--- config.mk ---
export PLATFORM = sky130hd
export DESIGN_NAME = cc_timer
export DESIGN_NICKNAME = d
export VERILOG_FILES = /design/src/rtl/cct_pkg.sv /design/src/rtl/cct_counter.sv /design/src/rtl/cct_edge_det.sv /design/src/rtl/cct_channel.sv /design/src/rtl/cc_timer.sv
export SDC_FILE = /design/constraint.sdc
export NUM_CORES = 1
export LEC_CHECK = 0
export BUFFER_PORTS_ARGS = -buffer_cell sky130_fd_sc_hd__buf_4
export CAP_MARGIN = 10
export CORE_ASPECT_RATIO = 1.5
export CORE_MARGIN = 2
export CORE_UTILIZATION = 55
export DETAILED_ROUTE_END_ITERATION = 12
export PLACE_DENSITY = 0.83
export SLEW_MARGIN = 20
export SYNTH_ARGS = -nofsm -noshare
export SYNTH_HDL_FRONTEND = slang
export SYNTH_SLANG_ARGS = --single-unit
--- constraint.sdc ---
create_clock -name clk -period 2.98 [get_ports clk]
set_input_delay 0.149 -clock clk [delete_from_list [all_inputs] [get_ports clk]]
set_output_delay 0.149 -clock clk [all_outputs]
set_load 0.01 [all_outputs]
--- src/rtl/cct_pkg.sv ---
package cct_pkg;
  localparam int REG_CTRL  = 0;
  localparam int REG_MODE  = 1;
  localparam int REG_COUNT = 2;

  typedef enum logic [1:0] {
    EDGE_NONE = 2'b00,
    EDGE_RISE = 2'b01,
    EDGE_FALL = 2'b10,
    EDGE_BOTH = 2'b11
  } edge_sel_e;
endpackage

--- src/rtl/cct_counter.sv ---
module cct_counter #(
  parameter int W = 16
) (
  input  logic         clk,
  input  logic         rst,
  input  logic         ctrl_we,
  input  logic         run_wr,
  input  logic         ovf_wr,
  output logic [W-1:0] count,
  output logic         run,
  output logic         ovf
);
  logic wrap;
  assign wrap = run && (count == '1);

  always_ff @(posedge clk) begin
    if (rst) begin
      count <= '0;
      run   <= 1'b0;
      ovf   <= 1'b0;
    end else begin
      if (ctrl_we) run <= run_wr;
      count <= run ? count + W'(1) : '0;
      if (wrap) ovf <= 1'b1;
      else if (ctrl_we && !ovf_wr) ovf <= 1'b0;
    end
  end


  cnt_stop_chk: assert property (@(posedge clk) disable iff (rst)
    !run |=> (count == '0));

  ovf_set_chk: assert property (@(posedge clk) disable iff (rst)
    (run && count == '1) |=> (ovf && count == '0));

  ovf_sticky_chk: assert property (@(posedge clk) disable iff (rst)
    (ovf && !(ctrl_we && !ovf_wr)) |=> ovf);
endmodule

--- src/rtl/cct_edge_det.sv ---
module cct_edge_det
  import cct_pkg::*;
#(
  parameter int STAGES = 2
) (
  input  logic       clk,
  input  logic       rst,
  input  logic       pin,
  input  logic [1:0] sel,
  output logic       hit
);
  logic [STAGES-1:0] sync_q;
  logic              last_q;
  logic              rise, fall;

  always_ff @(posedge clk) begin
    if (rst) begin
      sync_q <= '0;
      last_q <= 1'b0;
    end else begin
      sync_q <= {sync_q[STAGES-2:0], pin};
      last_q <= sync_q[STAGES-1];
    end
  end

  assign rise = sync_q[STAGES-1] & ~last_q;
  assign fall = ~sync_q[STAGES-1] & last_q;

  always_comb begin
    case (sel)
      EDGE_NONE: hit = 1'b0;
      EDGE_RISE: hit = rise;
      EDGE_FALL: hit = fall;
      default:   hit = rise | fall;
    endcase
  end
endmodule

--- src/rtl/cct_channel.sv ---
module cct_channel #(
  parameter int W      = 16,
  parameter int STAGES = 2
) (
  input  logic         clk,
  input  logic         rst,
  input  logic         run,
  input  logic [W-1:0] count,
  input  logic         cap_mode,
  input  logic [1:0]   edge_sel,
  input  logic         pin,
  input  logic         wr_en,
  input  logic [W-1:0] wr_data,
  output logic [W-1:0] value,
  output logic         irq,
  output logic         tout
);
  logic edge_hit, cap_hit, cmp_hit;

  cct_edge_det #(.STAGES(STAGES)) u_edge (
    .clk(clk), .rst(rst), .pin(pin), .sel(edge_sel), .hit(edge_hit)
  );

  assign cap_hit = cap_mode && edge_hit;
  assign cmp_hit = run && !cap_mode && (count == value + W'(1));

  always_ff @(posedge clk) begin
    if (rst) begin
      value <= '0;
      irq   <= 1'b0;
      tout  <= 1'b0;
    end else begin
      if (cap_hit)    value <= count;
      else if (wr_en) value <= wr_data;
      irq  <= cap_hit | cmp_hit;
      tout <= tout ^ cmp_hit;
    end
  end


  tout_irq_chk: assert property (@(posedge clk) disable iff (rst)
    !$stable(tout) |-> irq);

  no_edge_chk: assert property (@(posedge clk) disable iff (rst)
    (cap_mode && edge_sel == 2'b00) |=> !irq);
endmodule

--- src/rtl/cc_timer.sv ---
module cc_timer
  import cct_pkg::*;
#(
  parameter int CNT_W       = 16,
  parameter int NCH         = 4,
  parameter int SYNC_STAGES = 2,
  localparam int AW         = $clog2(2 * NCH)
) (
  input  logic             clk,
  input  logic             rst,
  input  logic [AW-1:0]    bus_addr,
  input  logic             bus_we,
  input  logic [CNT_W-1:0] bus_wdata,
  output logic [CNT_W-1:0] bus_rdata,
  input  logic [NCH-1:0]   cap_in,
  output logic [NCH-1:0]   cmp_out,
  output logic [NCH-1:0]   irq
);
  localparam int MODE_W = 3 * NCH;

  logic [CNT_W-1:0]  count;
  logic              run, ovf;
  logic [MODE_W-1:0] mode_q;
  logic [CNT_W-1:0]  ch_val [NCH];
  logic [CNT_W-1:0]  rd_next;

  cct_counter #(.W(CNT_W)) u_cnt (
    .clk(clk), .rst(rst),
    .ctrl_we(bus_we && bus_addr == AW'(REG_CTRL)),
    .run_wr(bus_wdata[0]), .ovf_wr(bus_wdata[1]),
    .count(count), .run(run), .ovf(ovf)
  );

  always_ff @(posedge clk) begin
    if (rst) mode_q <= '0;
    else if (bus_we && bus_addr == AW'(REG_MODE)) mode_q <= MODE_W'(bus_wdata);
  end

  for (genvar i = 0; i < NCH; i++) begin : g_ch
    cct_channel #(.W(CNT_W), .STAGES(SYNC_STAGES)) u_ch (
      .clk(clk), .rst(rst), .run(run), .count(count),
      .cap_mode(mode_q[i]),
      .edge_sel(mode_q[NCH + 2*i +: 2]),
      .pin(cap_in[i]),
      .wr_en(bus_we && bus_addr == AW'(NCH + i)),
      .wr_data(bus_wdata),
      .value(ch_val[i]), .irq(irq[i]), .tout(cmp_out[i])
    );
  end

  always_comb begin
    rd_next = '0;
    if (bus_addr == AW'(REG_CTRL))  rd_next = CNT_W'({ovf, run});
    if (bus_addr == AW'(REG_MODE))  rd_next = CNT_W'(mode_q);
    if (bus_addr == AW'(REG_COUNT)) rd_next = count;
    for (int i = 0; i < NCH; i++)
      if (bus_addr == AW'(NCH + i)) rd_next = ch_val[i];
  end

  always_ff @(posedge clk) begin
    if (rst) bus_rdata <= '0;
    else     bus_rdata <= rd_next;
  end


  rd_count_chk: assert property (@(posedge clk) disable iff (rst)
    (bus_addr == AW'(REG_COUNT)) |=> (bus_rdata == $past(count)));
endmodule

### After elaboration in Yosys (flattened, before gate mapping)

Cells that the tools add are included.

* register bits after elaboration: 130
* bits in latches: 0
* RAM bits: 0
* memory bits (read-only): 0
* input port bits: 26
* output and inout port bits: 24
* word-level logic and storage cells: 135
* memories: 0

* add/sub/neg operators: 5
* multipliers: 0
* div/mod/pow operators: 0
* order comparisons: 0
* equal/unequal tests: 19
* shift-type cells: 0
* muxes and demuxes: 21
* bitwise gates (word level): 29
* reduce and logical (&&, ||, !) cells: 36

Operators with widths (number)
* 16-bit 2-to-1 mux: 14
* 16-bit by 1-bit adder with 16-bit output (second input constant): 5
* 16-bit == test: 4
* 1-bit logical AND: 20
* 16-bit == test (second input constant): 1
* 3-bit == test (second input constant): 4
* 1-bit case mux with 3 select lines: 4
* 2-bit nonzero test: 5
* 1-bit NOT: 9
* 1-bit AND: 8
* 2-bit by 1-bit == test with 1-bit output (second input constant): 4
* 2-bit == test (second input constant): 4
* 2-bit zero test: 4
* 1-bit bitwise OR: 8
* 1-bit zero test: 5
* 1-bit XOR: 4
* 3-bit by 1-bit == test with 1-bit output (second input constant): 1
* 3-bit by 2-bit == test with 1-bit output (second input constant): 1
* 3-bit zero test: 1
* 1-bit 2-to-1 mux: 2
* 2-bit 2-to-1 mux: 1
* 2-bit OR reduction: 1

### Longest topological paths before layout

* word-level depth: 8
* mapped depth: 10
* depth with buffers taken out: 8

### Hierarchy

A second synthesis with hierarchy kept.

* cells, all modules: 986
* area total of the unflattened synthesis: 8308.0 sq um

By module, submodules not included
* cct_channel: instances 4, cells an instance 157, area an instance 1310.0 sq um
* cc_timer: instances 1, cells an instance 209, area an instance 1717.9 sq um
* cct_counter: instances 1, cells an instance 89, area an instance 809.5 sq um
* cct_edge_det: instances 4, cells an instance 15, area an instance 135.1 sq um

### Worst setup path after synthesis

Ideal clock, no wire load.

* path type: register to register
* start: register g_ch[0].u_ch.value[1]
* end: register g_ch[0].u_ch.tout
* setup time: 0.123 ns
* arrival: 2.312 ns
* setup slack: 0.544 ns
* stages on the path, launching flop included: 9
* cells stage by stage: dfxtp_1 > ha_1 > nand4_1 > or4_4 > o21ai_2 > a21boi_1 > o22a_1 > nor4_2 > mux2_1

* cells in the longest elaborated chain, start to end: 4

RTL lines
* from (decl): RTL line cct_channel.sv:14 `output logic [W-1:0] value,`
* from (signal assigned): RTL line cct_channel.sv:33 `if (cap_hit) value <= count;`
* from (signal assigned): RTL line cct_channel.sv:34 `else if (wr_en) value <= wr_data;`
* 16-bit by 1-bit adder with 16-bit output: RTL line cct_channel.sv:25 `assign cmp_hit = run && !cap_mode && (count == value + W'(1));`
* 16-bit == test: RTL line cct_channel.sv:25
* 1-bit logical AND: RTL line cct_channel.sv:25
* 1-bit XOR: RTL line cct_channel.sv:36 `tout <= tout ^ cmp_hit;`
* to (signal assigned): RTL line cct_channel.sv:36
* to (decl): RTL line cct_channel.sv:16 `output logic tout`

No other way between the ends.
A chain may end at the register's enable or synchronous reset.

### Worst setup path in the final report

* start: register g_ch[0].u_ch.value[0]
* end: register g_ch[0].u_ch.tout

The elaborated chain is that of the path after synthesis.

==> results.tsv <==
stage	metric	value	unit
floorplan	starting density of the core	55.9	%
detailed_routing	DRC Markers	0	
place	Port Buffer Count	49	
synthesis	Post-Syn Instances	1022	
floorplan	FP Rows	55	
place	cell count after placement	1205	
synthesis	synthesized net count	1061	
clock_network	CTS hold repair buffers	4	
sta	worst-margin pin slew	839	ps
sta	final period demand of the worst path	2790	ps
clock_network	Num Clock Sinks	130	
sta	sum of negative setup slack	0	ps
setup_path	CP required	3300	ps
synthesis	top-area cell type share of the netlist area	31.0	%
place	area post-placement	0.00884	mm^2
place	detailed-placement wirelength estimate	18400	um
setup_path	startpoint type of the worst setup path	flop	
power_and_ir_drop	net switching power	0.00111	W
final_layout	area growth from synthesis to final layout	13.8	%
final_layout	summed area of non-filler cells in the final layout	0.00954	mm^2
grt	first-pass GRT wire length	41900	um
power_and_ir_drop	sequential power share	40.4	%
synthesis	synthesis-stage register bit count	130	
detailed_routing	number of vias per cell after detailed routing	6.54	
hold_path	class of the most critical hold timing path	in2reg	
setup_path	peak fanout along the critical path	8	
synthesis	Post-synth EDFFs	0	
sta	unrepaired setup endpoints after global routing	false	
final_layout	non-filler cells in the finished layout	1241	
synthesis	area of the mapped netlist	0.00839	mm^2
grt	total global routing overflow	0	
sta	highest clock frequency the design can meet	359	MHz
clock_network	clock tree from TritonCTS	done	
detailed_routing	overall via count from detail_route	8118	
synthesis	Syn Area/Cell	8.21	um^2
sta	worst clock skew	6.99	ps
clock_network	setup bufs post-CTS	0	
clock_network	number of clock buffers inserted by TritonCTS	17	
clock_network	buffer cell driving the clock tree root	sky130_fd_sc_hd__clkbuf_16	
detailed_routing	First-pass DRT Iterations	6	
detailed_routing	DRC violation total after the first TritonRoute iteration	880	
run	Max Cap Violations	0	
hold_path	count of cells along the worst hold path	3	
setup_path	sequence of cells on the critical path	ha_1 > nand4_1 > or4_4 > o21ai_2 > a21boi_1 > o22a_1 > nor4_2 > mux2_1	
sta	worst max-slew margin expressed relative to the limit	43.9	%
floorplan	area enclosed by the die boundary	0.0163	mm^2
synthesis	Yosys top cell by area	sky130_fd_sc_hd__dfxtp_1	
grt	vias in the first global route	7822	
clock_network	number of resized instances in the post-cts repair step	0	
sta	number of setup violations in the final report	0	
final_layout	total inserted antenna cells	0	
detailed_routing	Routed Antenna Nets	0	
final_layout	final cell utilization of the core	63.6	%
setup_path	Critical Path End Type	flop	
floorplan	die span in x	105	um
final_layout	Filler cells	1290	
final_layout	share of layout cells above drive strength 1	13.8	%
setup_path	CP arrival	3100	ps
detailed_routing	average wire per standard cell	21.4	um
floorplan	die span in y	155	um
clock_network	clock latency on the worst-skew pair	430	ps
synthesis	Post-synth top flop	sky130_fd_sc_hd__dfxtp_1	
floorplan	number of ports placed on the die boundary	50	
power_and_ir_drop	net switching share of the total power	24.6	%
grt	largest net degree at the start of global routing	70	
power_and_ir_drop	Static Leakage	3.99	nW
synthesis	count of synthesis-stage warnings from yosys	0	
synthesis	count of unique library cells instantiated by Yosys	71	
clock_network	register clock-pin slew on the reported worst setup and hold paths	60	ps
place	final weighted congestion of routability-driven global placement	0.971	
outcome	status	finished clean	
grt	aggregate global-route resource usage	32.7	%
setup_path	number of cells traversed by the worst register-to-register path	8	
synthesis	proportion of synthesized flip-flops having asynchronous set or reset	0	%
setup_path	highest-delay cell along the critical path	sky130_fd_sc_hd__or4_4	
synthesis	leading post-synthesis cells by cell area	sky130_fd_sc_hd__dfxtp_1 (31%), sky130_fd_sc_hd__mux2i_1 (9.4%), sky130_fd_sc_hd__a211oi_1 (7.1%)	
clock_network	count of H-tree levels built during CTS	4	
floorplan	area of the core region	0.0150	mm^2
detailed_routing	total wirelength of the detailed-routed design	26600	um
power_and_ir_drop	worst voltage drop across the vdd grid	0.411	mV
final_layout	number of nets in the final layout	1068	
power_and_ir_drop	Clk pwr share	52.4	%
sta	fin. max-slew vios	0	
sta	portion of the clock cycle consumed by the worst path in the final layout	93.5	%
clock_network	buffer levels on the longest clock path	2	
grt	initial antenna violation count	0	
synthesis	sequential area share after synthesis	31.0	%
power_and_ir_drop	fraction of power consumed by combinational cells	7.2	%
sta	final hold violation count	0	
setup_path	kind of critical path	reg2reg	
power_and_ir_drop	Cell Pwr Density	474	mW/mm^2
power_and_ir_drop	internal power component	0.00341	W
setup_path	slowest stage delay, CP	520	ps
per-layer routing:
metal | global-route usage, % | up-vias | part of all wire [%]
li1 | - | 3701 | -
met1 | 38.1 | 3825 | 37
met2 | 53.5 | 444 | 47
met4 | 25.4 | 0 | 8.9
met5 | 0 | - | 0
met3 | 5.07 | 148 | 7.0
kinds of logic after synthesis:
kind of cell    Yosys count  share of synthesized area, %
compound gates          217                          18.2
xor+xnor                 84                          8.77
fa+ha+maj                13                          1.94
buf+inv                 119                          6.04
flops                   130                          31.0
mux                      97                          11.8
simple gates            362                          22.1
flip-flops by register name, indices dropped and copies added, names as in the netlist:
name / count
g_ch.u_ch.value: 64
u_cnt.run: 1
bus_rdata: 16
u_cnt.count: 16
g_ch.u_ch.u_edge.last_q: 4
g_ch.u_ch.tout: 4
g_ch.u_ch.irq: 4
u_cnt.ovf: 1
mode_q: 12
g_ch.u_ch.u_edge.sync_q: 8
cells in the final DEF, fill, tap and decap left out, types with 9 or more instances in the layout:
cell	instances
sky130_fd_sc_hd__mux2_2	17
sky130_fd_sc_hd__nor3_1	12
sky130_fd_sc_hd__o211ai_1	11
sky130_fd_sc_hd__inv_1	20
sky130_fd_sc_hd__nor2b_1	19
sky130_fd_sc_hd__nand4_1	15
sky130_fd_sc_hd__buf_4	82
sky130_fd_sc_hd__dfxtp_1	130
sky130_fd_sc_hd__xnor2_1	43
sky130_fd_sc_hd__a211oi_1	79
sky130_fd_sc_hd__xor2_1	41
sky130_fd_sc_hd__nand2_1	60
sky130_fd_sc_hd__nor4_1	9
sky130_fd_sc_hd__mux2i_1	79
sky130_fd_sc_hd__nand3_1	45
sky130_fd_sc_hd__o21ai_0	26
sky130_fd_sc_hd__nor2_1	124
sky130_fd_sc_hd__ha_1	13
sky130_fd_sc_hd__a21oi_1	40
sky130_fd_sc_hd__a221oi_1	11
sky130_fd_sc_hd__and3_1	13
sky130_fd_sc_hd__clkbuf_16	17
synthesized netlist by cell type, types with 12 or more instances:
library cell,count
sky130_fd_sc_hd__clkbuf_1,61
sky130_fd_sc_hd__xnor2_1,43
sky130_fd_sc_hd__inv_1,20
sky130_fd_sc_hd__a21oi_1,40
sky130_fd_sc_hd__o21ai_0,26
sky130_fd_sc_hd__buf_2,21
sky130_fd_sc_hd__nand2_1,60
sky130_fd_sc_hd__a211oi_1,79
sky130_fd_sc_hd__and3_1,13
sky130_fd_sc_hd__dfxtp_1,130
sky130_fd_sc_hd__nor2b_1,19
sky130_fd_sc_hd__xor2_1,41
sky130_fd_sc_hd__nor3_1,12
sky130_fd_sc_hd__ha_1,13
sky130_fd_sc_hd__mux2_2,17
sky130_fd_sc_hd__nand3_1,45
sky130_fd_sc_hd__nand4_1,15
sky130_fd_sc_hd__mux2i_1,79
sky130_fd_sc_hd__nor2_1,124
layout make-up:
| type | instances | area, um^2 | share of cell area, % |
|---|---|---|---|
| multi-input cells | 773 | 5280 | 55.4 |
| inverters | 20 | 75.1 | 0.787 |
| flip-flops and latches | 130 | 2600 | 27.3 |
| well taps | 199 | 249 | 2.61 |
| repair buffers | 87 | 676 | 7.08 |
| clock buffers | 18 | 429 | 4.50 |
| clock inverters | 14 | 228 | 2.39 |
critical path: cells and delay by family, from the launching register on:
kind	cells	cell delay, ps
mux	1	350
simple gates	3	1150
compound gates	3	380
fa+ha+maj	1	310
flops	1	470
path summary, 6_finish.rpt:
check | start | to | slack [ps]
max reg2reg | g_ch[0].u_ch.value[0] | g_ch[0].u_ch.tout | 190
max | g_ch[0].u_ch.value[0] | g_ch[0].u_ch.tout | 190
min | bus_wdata[2] | mode_q[2] | 20
min reg2reg | g_ch[1].u_ch.u_edge.sync_q[0] | g_ch[1].u_ch.u_edge.sync_q[1] | 440
through the flow:
step / power [W] / setup WS [ps] / hold slack (ps)
floorplan: 0.00204 / 544 / 277
detailed placement: 0.00218 / 222 / 369
global route: 0.00462 / 81.5 / 15.9
global placement: 0.00217 / 321 / 363
CTS: 0.00451 / 222 / 13.9
finish: 0.00452 / 192 / 16.7
power by group through the flow:
stage	logic (W)	registers, W	clock network (W)
after floorplan	0.000197	0.00185	0
after global placement	0.000310	0.00186	0
after detailed placement	0.000315	0.00186	0
after CTS	0.000321	0.00182	0.00237
after global routing	0.000347	0.00183	0.00245
final	0.000327	0.00183	0.00237
No activity file was read; power rests on OpenSTA's default activity.
